===== src/rtl/flex_neuron_pkg.sv =====
package flex_neuron_pkg;
   localparam int NODES   = 4;
   localparam int CODE_W  = 2;
   localparam int WGT_W   = CODE_W * NODES * NODES;
   localparam int COEF_W  = WGT_W + CODE_W * NODES;

   typedef enum logic [1:0] {
      TOPO_FAN_OUT = 2'd0,
      TOPO_FAN_IN  = 2'd1,
      TOPO_SPLIT   = 2'd2,
      TOPO_CROSS   = 2'd3
   } topo_e;

   // bit k set: node k is an output
   function automatic logic [NODES-1:0] out_mask(input logic [1:0] t);
      case (topo_e'(t))
         TOPO_FAN_OUT: return 4'b1110;
         TOPO_FAN_IN:  return 4'b1000;
         TOPO_SPLIT:   return 4'b1100;
         default:      return 4'b1010;
      endcase
   endfunction
endpackage


===== src/rtl/flex_neuron_topo.sv =====
module flex_neuron_topo
   import flex_neuron_pkg::*;
(
   input  logic [1:0]       type_i,
   output logic [NODES-1:0] is_out_o,
   output logic [NODES-1:0] is_in_o
);
   always_comb begin
      is_out_o = out_mask(type_i);
      is_in_o  = ~is_out_o;
   end
endmodule


===== src/rtl/flex_neuron_mac.sv =====
module flex_neuron_mac
   import flex_neuron_pkg::*;
#(
   parameter int DATA_W = 8,
   parameter int FRAC_W = 6,
   parameter int ACC_W  = DATA_W + 4
) (
   input  logic [NODES*DATA_W-1:0]  nodes_i,
   input  logic [NODES-1:0]         in_mask_i,
   input  logic [NODES*CODE_W-1:0]  wrow_i,
   input  logic [CODE_W-1:0]        bias_i,
   output logic signed [ACC_W-1:0]  acc_o
);
   // accumulator counts half-LSB units
   logic signed [ACC_W-1:0] term [NODES];
   logic signed [ACC_W-1:0] bias_h;
   localparam logic signed [ACC_W-1:0] HALF_ONE = ACC_W'(1) <<< FRAC_W;

   for (genvar i = 0; i < NODES; i++) begin : g_term
      logic signed [ACC_W-1:0] xe;
      assign xe = {{(ACC_W-DATA_W){nodes_i[i*DATA_W+DATA_W-1]}},
                   nodes_i[i*DATA_W +: DATA_W]};
      always_comb begin
         if (!in_mask_i[i]) begin
            term[i] = '0;
         end else begin
            case (wrow_i[i*CODE_W +: CODE_W])
               2'b00:   term[i] = -(xe <<< 1);
               2'b01:   term[i] = -xe;
               2'b10:   term[i] = xe;
               default: term[i] = xe <<< 1;
            endcase
         end
      end
   end

   always_comb begin
      case (bias_i)
         2'b00:   bias_h = -(HALF_ONE <<< 1);
         2'b01:   bias_h = -HALF_ONE;
         2'b10:   bias_h = HALF_ONE;
         default: bias_h = HALF_ONE <<< 1;
      endcase
   end

   always_comb begin
      acc_o = bias_h;
      for (int i = 0; i < NODES; i++) acc_o = acc_o + term[i];
   end
endmodule


===== src/rtl/flex_neuron_sat.sv =====
module flex_neuron_sat #(
   parameter int DATA_W = 8,
   parameter int FRAC_W = 6,
   parameter int ACC_W  = DATA_W + 4
) (
   input  logic signed [ACC_W-1:0]  acc_i,
   output logic [DATA_W-1:0]        val_o
);
   localparam logic signed [ACC_W-1:0] ONE  = ACC_W'(1) <<< FRAC_W;
   localparam logic signed [ACC_W-1:0] MONE = -ONE;
   logic signed [ACC_W-1:0] q;

   always_comb begin
      q = acc_i >>> 1;
      if (q > ONE)       val_o = ONE[DATA_W-1:0];
      else if (q < MONE) val_o = MONE[DATA_W-1:0];
      else               val_o = q[DATA_W-1:0];
   end
endmodule


===== src/rtl/flex_neuron_cell.sv =====
module flex_neuron_cell
   import flex_neuron_pkg::*;
#(
   parameter int DATA_W = 8,
   parameter int FRAC_W = 6
) (
   input  logic                     clk,
   input  logic                     rst_n,
   input  logic                     start_i,
   input  logic [1:0]               type_i,
   input  logic [COEF_W-1:0]        coef_i,
   input  logic [NODES*DATA_W-1:0]  node_i,
   output logic [NODES*DATA_W-1:0]  node_o,
   output logic                     done_o
);
   localparam int ACC_W = DATA_W + 4;

   if (FRAC_W + 2 > DATA_W) begin : g_bad_frac
      $error("flex_neuron_cell: DATA_W must hold +/-1.0 in the chosen FRAC_W");
   end
   if (FRAC_W < 1) begin : g_bad_min
      $error("flex_neuron_cell: FRAC_W must be at least 1");
   end

   logic [NODES-1:0]         is_out, is_in;
   logic [NODES*DATA_W-1:0]  result;

   flex_neuron_topo u_topo (
      .type_i   (type_i),
      .is_out_o (is_out),
      .is_in_o  (is_in)
   );

   for (genvar j = 0; j < NODES; j++) begin : g_node
      logic signed [ACC_W-1:0] acc;
      logic [DATA_W-1:0]       sat;

      flex_neuron_mac #(.DATA_W(DATA_W), .FRAC_W(FRAC_W), .ACC_W(ACC_W)) u_mac (
         .nodes_i   (node_i),
         .in_mask_i (is_in),
         .wrow_i    (coef_i[j*NODES*CODE_W +: NODES*CODE_W]),
         .bias_i    (coef_i[WGT_W + j*CODE_W +: CODE_W]),
         .acc_o     (acc)
      );

      flex_neuron_sat #(.DATA_W(DATA_W), .FRAC_W(FRAC_W), .ACC_W(ACC_W)) u_sat (
         .acc_i (acc),
         .val_o (sat)
      );

      assign result[j*DATA_W +: DATA_W] = is_out[j] ? sat : '0;
   end

   always_ff @(posedge clk) begin
      if (!rst_n) begin
         node_o <= '0;
         done_o <= 1'b0;
      end else begin
         done_o <= start_i;
         if (start_i) node_o <= result;
      end
   end
endmodule


===== config.mk =====
export PLATFORM = sky130hd
export DESIGN_NAME = flex_neuron_cell
export DESIGN_NICKNAME = d
export VERILOG_FILES = /design/src/rtl/flex_neuron_pkg.sv /design/src/rtl/flex_neuron_topo.sv /design/src/rtl/flex_neuron_mac.sv /design/src/rtl/flex_neuron_sat.sv /design/src/rtl/flex_neuron_cell.sv
export SDC_FILE = /design/constraint.sdc
export NUM_CORES = 1
export LEC_CHECK = 0
export BUFFER_PORTS_ARGS = -buffer_cell sky130_fd_sc_hd__buf_2
export CAP_MARGIN = 20
export CORE_ASPECT_RATIO = 1.75
export CORE_UTILIZATION = 45
export CTS_CLUSTER_SIZE = 24
export DETAILED_ROUTE_END_ITERATION = 8
export PLACE_DENSITY = 0.62
export SLEW_MARGIN = 20
export SYNTH_ARGS = -nofsm -noshare
export SYNTH_HDL_FRONTEND = slang
export SYNTH_SLANG_ARGS = --single-unit

===== constraint.sdc =====
create_clock -name clk -period 7.3 [get_ports clk]
set_clock_uncertainty 0.15 [all_clocks]
set_input_delay 0.365 -clock clk [delete_from_list [all_inputs] [get_ports clk]]
set_output_delay 0.365 -clock clk [all_outputs]
set_load 0.01 [all_outputs]

# After elaboration in Yosys (flattened, before gate mapping)

Cells that the tools add are included.

ROM bits: 0
Bits in writable memories: 0
Latch bits: 0
Word-level logic and storage cells: 147
Register bits: 33
Input port bits: 77
Memories kept: 0

$lt $le $gt $ge: 8
Div/mod/pow operators: 0
Multipliers: 0
Reductions and logical operators: 21
Muxes and demuxes: 49
Shift operators: 0
Equal/unequal tests: 42
Add/subtract/negate cells: 24
Bitwise logic cells: 1

Operators with widths:

| cell                  | number |
|---|---|
| $pmux W12 S3          | 20 |
| $add A12 B12 Y12      | 16 |
| $mux W12              | 16 |
| $mux W8               | 12 |
| $neg A8 Y12           | 4 |
| $neg A9 Y12           | 4 |
| $gt A11 B8 Y1 const B | 4 |
| $lt A11 B7 Y1 const B | 4 |
| $eq A2 B1 Y1 const B  | 21 |
| $eq A2 B2 Y1 const B  | 21 |
| $logic_not A2 Y1      | 21 |
| $pmux W3 S3           | 1 |
| $not A4 Y4            | 1 |

# Depth between registers and ports, before layout

Gate-level depths: netlist (run 1).

Word-level depth: 12
Depth in mapped cells: 25
Depth with buffers taken out: 22

# Cells and area by module

Synthesis (run 1) repeated with hierarchy kept, for this count alone.

Cells, all modules: 1968
Area total of the unflattened synthesis: 14333.7 um2

Modules (own cells, without submodules):

| module                            | cells each | area an instance (um2) | instances |
|---|---|---|---|
| flex_neuron_mac (g_node[0].u_mac) | 434        | 3113.0                 | 1 |
| flex_neuron_mac (g_node[1].u_mac) | 427        | 3095.5                 | 1 |
| flex_neuron_mac (g_node[2].u_mac) | 432        | 3051.7                 | 1 |
| flex_neuron_mac (g_node[3].u_mac) | 418        | 3024.2                 | 1 |
| flex_neuron_cell                  | 148        | 1380.1                 | 1 |
| flex_neuron_sat                   | 24         | 146.4                  | 4 |
| flex_neuron_topo                  | 13         | 83.8                   | 1 |

# Least setup slack after synthesis (run 1)

OpenSTA, ideal clock, no wires.

Kind: input to register
Start: in node_i[0]
End: reg node_o[10]
Arrival time: 4.991 ns
Data required time: 7.090 ns
Path slack: 2.099 ns
Buffers on the path: 2
Cell stages on the path: 22
Cell sequence: buf_2 > inv_1 > ha_1 > clkbuf_1 > inv_1 > nor3_1 > nor2_1 > a31oi_1 > o22a_1 > nor2_1 > a311o_1 > fa_1 > ha_1 > ha_1 > o21ai_0 > o21bai_1 > a2111oi_0 > nor3_1 > xor2_1 > or4b_1 > mux2i_1 > a22o_1

Word-level cells in the longest chain between the ends: 11
Elaborated cells between the ends (all ways): 13
Those cells by class: add/sub (6); order compare (2); mux (5)

Ends and longest elaborated chain:

| what                                              | RTL line                                     | RTL |
|---|---|---|
| start, declared                                   | flex_neuron_cell.sv:12                       | `input logic [NODES*DATA_W-1:0] node_i,` |
| $neg A9 Y12 / $neg A8 Y12 (equally long branches) | flex_neuron_mac.sv:28, flex_neuron_mac.sv:29 |  |
| $pmux W12 S3 *                                    | flex_neuron_mac.sv:27                        | `case (wrow_i[i*CODE_W +: CODE_W])` |
| $mux W12 *                                        | flex_neuron_mac.sv:24                        | `if (!in_mask_i[i]) begin` |
| $add A12 B12 Y12 * (4 in series)                  | flex_neuron_mac.sv:48                        | `for (int i = 0; i < NODES; i++) acc_o = acc_o + term[i];` |
| $lt A11 B7 Y1                                     | flex_neuron_sat.sv:16                        | `else if (q < MONE) val_o = MONE[DATA_W-1:0];` |
| $mux W8                                           | flex_neuron_sat.sv:16                        |  |
| $mux W8 *                                         | flex_neuron_sat.sv:15                        | `if (q > ONE) val_o = ONE[DATA_W-1:0];` |
| $mux W8 *                                         | flex_neuron_cell.sv:51                       | `assign result[j*DATA_W +: DATA_W] = is_out[j] ? sat : '0;` |
| end signal, assigned                              | flex_neuron_cell.sv:60                       | `if (start_i) node_o <= result;` |
| end, declared                                     | flex_neuron_cell.sv:13                       | `output logic [NODES*DATA_W-1:0] node_o,` |

Mark *: on every way between the ends. The rest lies on a longest branch, timed or not.
A chain may end at the register's enable or synchronous reset.

# Worst setup path in the final report (run 1)

Start: in node_i[17]
End: reg node_o[11]

Word-level cells in the longest chain between the ends: 9
Elaborated cells between the ends (all ways): 11
Those cells by class: add/sub (4); order compare (2); mux (5)

Ends and longest elaborated chain:

| what                                              | RTL line |
|---|---|
| $neg A9 Y12 / $neg A8 Y12 (equally long branches) | flex_neuron_mac.sv:28, flex_neuron_mac.sv:29 |
| $pmux W12 S3 *                                    | flex_neuron_mac.sv:27 |
| $mux W12 *                                        | flex_neuron_mac.sv:24 |
| $add A12 B12 Y12 * (2 in series)                  | flex_neuron_mac.sv:48 |
| $lt A11 B7 Y1                                     | flex_neuron_sat.sv:16 |
| $mux W8                                           | flex_neuron_sat.sv:16 |
| $mux W8 *                                         | flex_neuron_sat.sv:15 |
| $mux W8 *                                         | flex_neuron_cell.sv:51 |

Marks and branches as above.

==> results of run 1 <==
-- how the worst max path moves through the flow --
stage,start,endpoint
4_1_cts,node_i[17],node_o[11]
6_report,node_i[17],node_o[11]
2_1_floorplan,node_i[0],node_o[10]
3_3_place_gp,node_i[17],node_o[9]
5_1_grt,node_i[17],node_o[9]
3_5_place_dp,node_i[17],node_o[11]
-- cell families after synthesis --
family | count (synthesis) | synth area share [%]
flip-flops | 25 | 6.70
multiplexers | 17 | 2.68
other | 1 | 0.0502
AO/OA/AOI/OAI | 359 | 32.0
AND/OR/NAND/NOR | 344 | 21.3
XOR/XNOR | 42 | 5.59
buffers and inverters | 156 | 8.93
adder cells (fa/ha/maj) | 107 | 22.7
-- registers in the layout (all words and copies together), names as in the netlist --
name,cells
done_o,1
node_o,24
-- routing by layer --
| layer | share of wire [%] | vias to the layer above | global-route usage, % |
|---|---|---|---|
| met4 | 4.4 | 0 | 11.8 |
| li1 | - | 3739 | - |
| met1 | 38 | 3648 | 31.0 |
| met3 | 4.2 | 69 | 1.09 |
| met2 | 54 | 297 | 53.6 |
| met5 | 0 | - | 0 |
-- synthesized netlist by cell type, drive strengths merged (3+ instances only) --
cell	n	share of area [%]
a2111oi	9	1.1
a211oi	24	2.5
a21boi	7	0.70
a21o	11	1.1
a21oi	84	5.7
a221o	9	1.2
a221oi	6	0.70
a22o	14	1.6
a22oi	4	0.40
a31o	5	0.59
a31oi	4	0.33
and2	9	0.77
and3	4	0.42
buf	16	1.4
clkbuf	67	3.9
dfxtp	25	6.7
fa	48	13
ha	59	9.9
inv	73	3.7
mux2	4	0.60
mux2i	11	1.5
nand2	92	4.7
nand2b	9	0.75
nand4	3	0.25
nor2	138	6.9
nor2b	28	2.3
nor3	30	2.2
nor3b	9	0.90
nor4	3	0.25
o2111ai	3	0.35
o211ai	15	1.5
o21a	7	0.70
o21ai	106	7.2
o21bai	9	0.90
o221a	15	2.3
o221ai	7	0.82
o22a	3	0.35
o31ai	5	0.50
or2	9	0.79
or3	3	0.27
xnor2	23	2.7
xnor3	3	0.92
xor2	16	2.0
-- layout make-up --
cell class	instances	area, µm²	area share [%]
clock buffers	3	75.1	0.954
well taps	192	240	3.05
inverters	73	274	3.48
flip-flops and latches	25	500	6.36
clock inverters	1	8.76	0.111
repair buffers	84	438	5.57
multi-input cells	877	6330	80.5
-- cells in the final DEF, fill, tap and decap left out, drive strengths merged, types with 14 or more instances in the layout --
master	synthesis	layout
nor2b	28	28
o211ai	15	15
inv	73	74
xnor2	23	23
a21oi	84	84
dfxtp	25	25
a211oi	24	24
nor2	138	138
xor2	16	16
buf	16	84
o221a	15	15
nand2	92	92
o21ai	106	106
nor3	30	30
fa	48	48
ha	59	59
a22o	14	14
-- per-stage QoR --
step                setup slack (ns)  utilization [%]  power (µW)  hold WS, ns
CTS                             1.27             48.3        1530        0.200
detailed placement              1.01             47.8        1390        0.286
finish                          1.41             48.3        1520        0.200
global placement                1.13             47.8        1370        0.281
floorplan                       2.10                -        1110        0.336
global route                   0.980             48.3        1680        0.214
-- power groups by stage --
stage	combinational (µW)	clock (µW)	sequential [µW]
floorplan	938	0	173
global placement	1210	0	165
detailed placement	1220	0	165
CTS	1230	139	162
global route	1370	142	164
finish	1220	136	162
-- worst max-delay path, stage by stage --
cell and delay [ns]:
sky130_fd_sc_hd__buf_2 0.16, sky130_fd_sc_hd__inv_1 0.11, sky130_fd_sc_hd__ha_1 0.31, sky130_fd_sc_hd__nor2b_1 0.27, sky130_fd_sc_hd__nand2_1 0.13, sky130_fd_sc_hd__o21ai_0 0.16
sky130_fd_sc_hd__nand2_1 0.20, sky130_fd_sc_hd__a21oi_1 0.19, sky130_fd_sc_hd__nor2_1 0.05, sky130_fd_sc_hd__a2111oi_1 0.77, sky130_fd_sc_hd__fa_1 0.54, sky130_fd_sc_hd__inv_1 0.09
sky130_fd_sc_hd__fa_1 0.38, sky130_fd_sc_hd__inv_1 0.07, sky130_fd_sc_hd__ha_1 0.26, sky130_fd_sc_hd__a2111oi_0 0.45, sky130_fd_sc_hd__nor3_1 0.14, sky130_fd_sc_hd__xor2_1 0.19
sky130_fd_sc_hd__or4b_1 0.53, sky130_fd_sc_hd__mux2i_1 0.41, sky130_fd_sc_hd__a22o_1 0.19
==> run metrics, run 1 <==
status=finished, final reports clean; Hold Path Origin=start_i; Primary FF master, synth=sky130_fd_sc_hd__dfxtp_1; instance area at placement=7780 µm²; critical-path maximum fanout=7; Lkg Pwr=0.00348 µW; routed vias=7,753; worst hold path class=input pin to flip-flop; number of buffers created by CTS=3; mean area per synthesized cell=7.11 µm²; Arrival @ worst endpoint=5.97 ns; startpoint of the most critical register-to-register path=node_o[20]; clock transition at the register clock pins on the worst setup and hold paths after CTS=0.08 ns; number of antenna violations at the first check in global routing=0; master cell of the clock root buffer=sky130_fd_sc_hd__clkbuf_16; Die Footprint=17,100 µm²; Max Freq=170 MHz; endpoint of the worst-slack reg-to-reg timing path=node_o[20]; Post-Syn Area=7470 µm²; Period minus WS final=5.89 ns; detailed-routing iteration count for the pre-antenna-repair pass=6; worst-case clock buffer depth=2; area growth from synthesis to layout=5.31%; IO Count=110; worst-skew pair later-pin latency=0.28 ns; total number of nets in the final design=1,248; effective utilization at floorplan=45.9%; layout cells sized above 1=12.9%; Total Neg Setup Slack=0 ns; part of the Yosys area used for sequential elements=6.70%; P_int=737 µW; count of instances resized after the clock tree is built=0; Overall Global Routing Usage=27.6%; setup repair after global routing missed its margin=no; final estimated routing congestion in global placement=0.959; Comb pwr share=80.4%; TritonCTS clock tree=built; IO Port Bufs=77; Worst Setup End Kind=flip-flop; Req. time, crit path=7.38 ns; max cap viols=0; Crit Path Category=input pin to flip-flop; Distinct cells, synth=80; Inserted Diodes=0; # rows=62; via/cell ratio=6.18; flop2flop setup slack=6.42 ns; final worst path period share=80.7%; number of synthesized register bits=25; headroom to the max-slew limit=39.2%; half-perimeter wire length of the detailed placement result=19,300 µm; largest net degree at the start of global routing=30; portion of total power attributed to the clock network=9.0%; endpoints failing setup=0; NetSw=785 µW; synthesis warning total=0; Layout Cells excl Fill=1,255; synthesized instance count=1,051; worst-case vdd ir drop=0.0793 mV; buffer count from post-CTS setup fixing=0; global-route wire length before repair=36,800 µm; depth of the most critical reg-to-reg path=1; total placed cells including tap cells=1,251; wire length reported by the detailed router=23,700 µm; die width=99.4 µm; sum of overflow across all layers after global routing=0; final hold violation count=0; worst-case hold path end point=node_o[30]; die outline height=172 µm; number of design rule violations left after detail routing=0; Sequential Power Share=10.6%; CORE AREA=16,300 µm²; Worst Hold Depth=2; switching portion of total power=51.6%; PwrDens=193 nW/µm²; number of buffers inserted by hold repair at cts=0; vias in the first global route=7,078; area of all placed cells without fillers=7870 µm²; H-Tree Depth=1; count of flip-flops with a built-in enable after synthesis=0; Routed wire per std cell=18.9 µm; number of clock sinks=25; total of fill cells in the finished design=1,745; DRC marker count from the first detailed-route iteration=540; post-route ant nets=0; Final Max Tran Viols=0; async set or reset register ratio after synthesis=0%; actual transition at the worst max-transition pin=0.909 ns; kind of start point of the critical path=input pin
Note: power is estimated with default switching activity, not from simulation.
==> run 2: changes to the inputs <==
PLACE_DENSITY = 0.65   (was 0.62)
clock period = 4.87 ns   (was 7.3 ns; I/O delays follow)
==> run metrics, run 2 (synthesis results as in run 1) <==
area growth from synthesis to layout=30.4%; status=finished, final reports clean; commonest cells after routing, fill and taps aside=sky130_fd_sc_hd__buf_4, sky130_fd_sc_hd__nor2_1, sky130_fd_sc_hd__o21ai_0; cell breakdown of the critical path=buf_2, or3_2, nor3_2, buf_4, buf_4, nand2_1, a21oi_2, a2111oi_4, fa_1, inv_1, fa_1, inv_1, ha_1, a21o_1, a22o_1, o41ai_2, xnor2_1, nor3_1, and3_1, mux2_2, a22o_1; headroom to the max-slew limit=55.9%; Arrival @ worst endpoint=4.75 ns; NetSw=1340 µW; Req. time, crit path=4.89 ns; Routed wire per std cell=18.0 µm; switching portion of total power=46.3%; critical-path maximum fanout=6; final hold violation count=0; number of clock sinks=25; half-perimeter wire length of the detailed placement result=22,200 µm; endpoints failing setup=0; largest net degree at the start of global routing=26; die outline height=172 µm; number of buffers created by CTS=3; Inserted Diodes=0; most frequent standard cell in the layout excluding fill and tap cells=sky130_fd_sc_hd__buf_4; number of design rule violations left after detail routing=0; fin util=59.8%; H-Tree Depth=1; largest registers=node_o (24), done_o (1); worst hold margin=0.0843 ns; Lkg Pwr=0.00458 µW; Total Neg Setup Slack=0 ns; worst hold path class=input pin to flip-flop; kind of start point of the critical path=input pin; depth of the most critical reg-to-reg path=1; Comb pwr share=84.5%; IO Port Bufs=77; PwrDens=298 nW/µm²; worst-skew pair later-pin latency=0.28 ns; global-route wire length before repair=40,500 µm; DRC marker count from the first detailed-route iteration=417; routed vias=8,674; number of flip-flops in the largest register=24; clock transition at the register clock pins on the worst setup and hold paths after CTS=0.08 ns; worst-case vdd ir drop=0.240 mV; worst-case clock buffer depth=2; effective utilization at floorplan=45.9%; sum of overflow across all layers after global routing=0; Period minus WS final=4.73 ns; actual transition at the worst max-transition pin=0.662 ns; total number of nets in the final design=1,469; post-route ant nets=0; Critical Path Max Stage Delay=0.53 ns; master cell of the clock root buffer=sky130_fd_sc_hd__clkbuf_16; library cell contributing the largest single delay on the critical path=sky130_fd_sc_hd__fa_1; vias in the first global route=8,270; worst-case hold path end point=node_o[31]; detailed-routing iteration count for the pre-antenna-repair pass=5; TritonCTS clock tree=built; Hold Path Origin=rst_n; wire length reported by the detailed router=26,600 µm; Crit Path Category=input pin to flip-flop; final estimated routing congestion in global placement=1.02; Worst Setup End Kind=flip-flop; P_int=1560 µW; startpoint of the most critical register-to-register path=node_o[17]; flop2flop setup slack=3.99 ns; overall power consumption=2900 µW; CORE AREA=16,300 µm²; Biggest register=node_o; total of fill cells in the finished design=1,600; # rows=62; via/cell ratio=5.88; number of antenna violations at the first check in global routing=0; Overall Global Routing Usage=30.7%; endpoint of the worst-slack reg-to-reg timing path=node_o[17]; IO Count=110; max cap viols=0; Die Footprint=17,100 µm²; Worst Hold Depth=2; Max Freq=212 MHz; final worst path period share=97.0%; Final Max Tran Viols=0; Sequential Power Share=8.3%; portion of total power attributed to the clock network=7.1%; die width=99.4 µm; layout cells sized above 1=30.8%
-- run 2: what timing repair did --
action,in CTS,in global routing
gates resized for setup,3,47
endpoints found under the hold margin,0,0
endpoints found under the setup margin,8,22
pin swaps,0,14
hold buffers,0,0
setup buffers,0,2
-- run 2: worst max path at each step --
stage	start	to	slack (ns)	depth (start not counted)
2_1_floorplan	node_i[18]	node_o[29]	0.004	20
6_report	node_i[16]	node_o[29]	0.14	21
5_1_grt	node_i[16]	node_o[8]	-0.08	23
4_1_cts	node_i[16]	node_o[29]	0.003	22
3_5_place_dp	node_i[16]	node_o[11]	-0.28	21
3_3_place_gp	node_i[16]	node_o[18]	-0.22	24
-- run 2: metrics by stage --
stage               setup WS (ns)  cells  area (µm²)
finish                      0.144   1476        9740
global placement           -0.222   1470        9450
CTS                       0.00251   1474        9550
detailed placement         -0.277   1470        9450
floorplan                 0.00399   1058        7520
global route              -0.0805   1476        9740
-- run 2: cell type report --
type	instances	area (µm²)	area share [%]
tap	192	240	2.47
inverter	73	274	2.81
sequential	25	500	5.14
timing repair buffer	305	2100	21.5
multi-input combinational	877	6540	67.2
clock inverter	1	8.76	0.0900
clock buffer	3	75.1	0.771
-- run 2: worst max-delay path, delay by kind of cell --
kind	cells	cell delay, ns
compound gates	6	1.19
simple gates	5	0.93
mux	1	0.32
buf+inv	5	0.50
fa+ha+maj	3	1.38
xor+xnor	1	0.18
-- run 2: layer usage --
metal  share of wire [%]  vias to the layer above  track usage (%)
li1                    -                     4183                -
met1                  36                     4082             31.0
met2                  54                      299             60.1
met3                 3.3                      110             1.78
met4                 7.3                        0             19.6
met5                   0                        -                0
-- run 2: power groups by stage --
| stage | logic (µW) | clock network, µW | registers (µW) |
|---|---|---|---|
| finish | 2450 | 207 | 242 |
| global route | 2710 | 216 | 245 |
| CTS | 2340 | 210 | 242 |
| detailed placement | 2330 | 0 | 247 |
| global placement | 2280 | 0 | 246 |
| floorplan | 1410 | 0 | 259 |
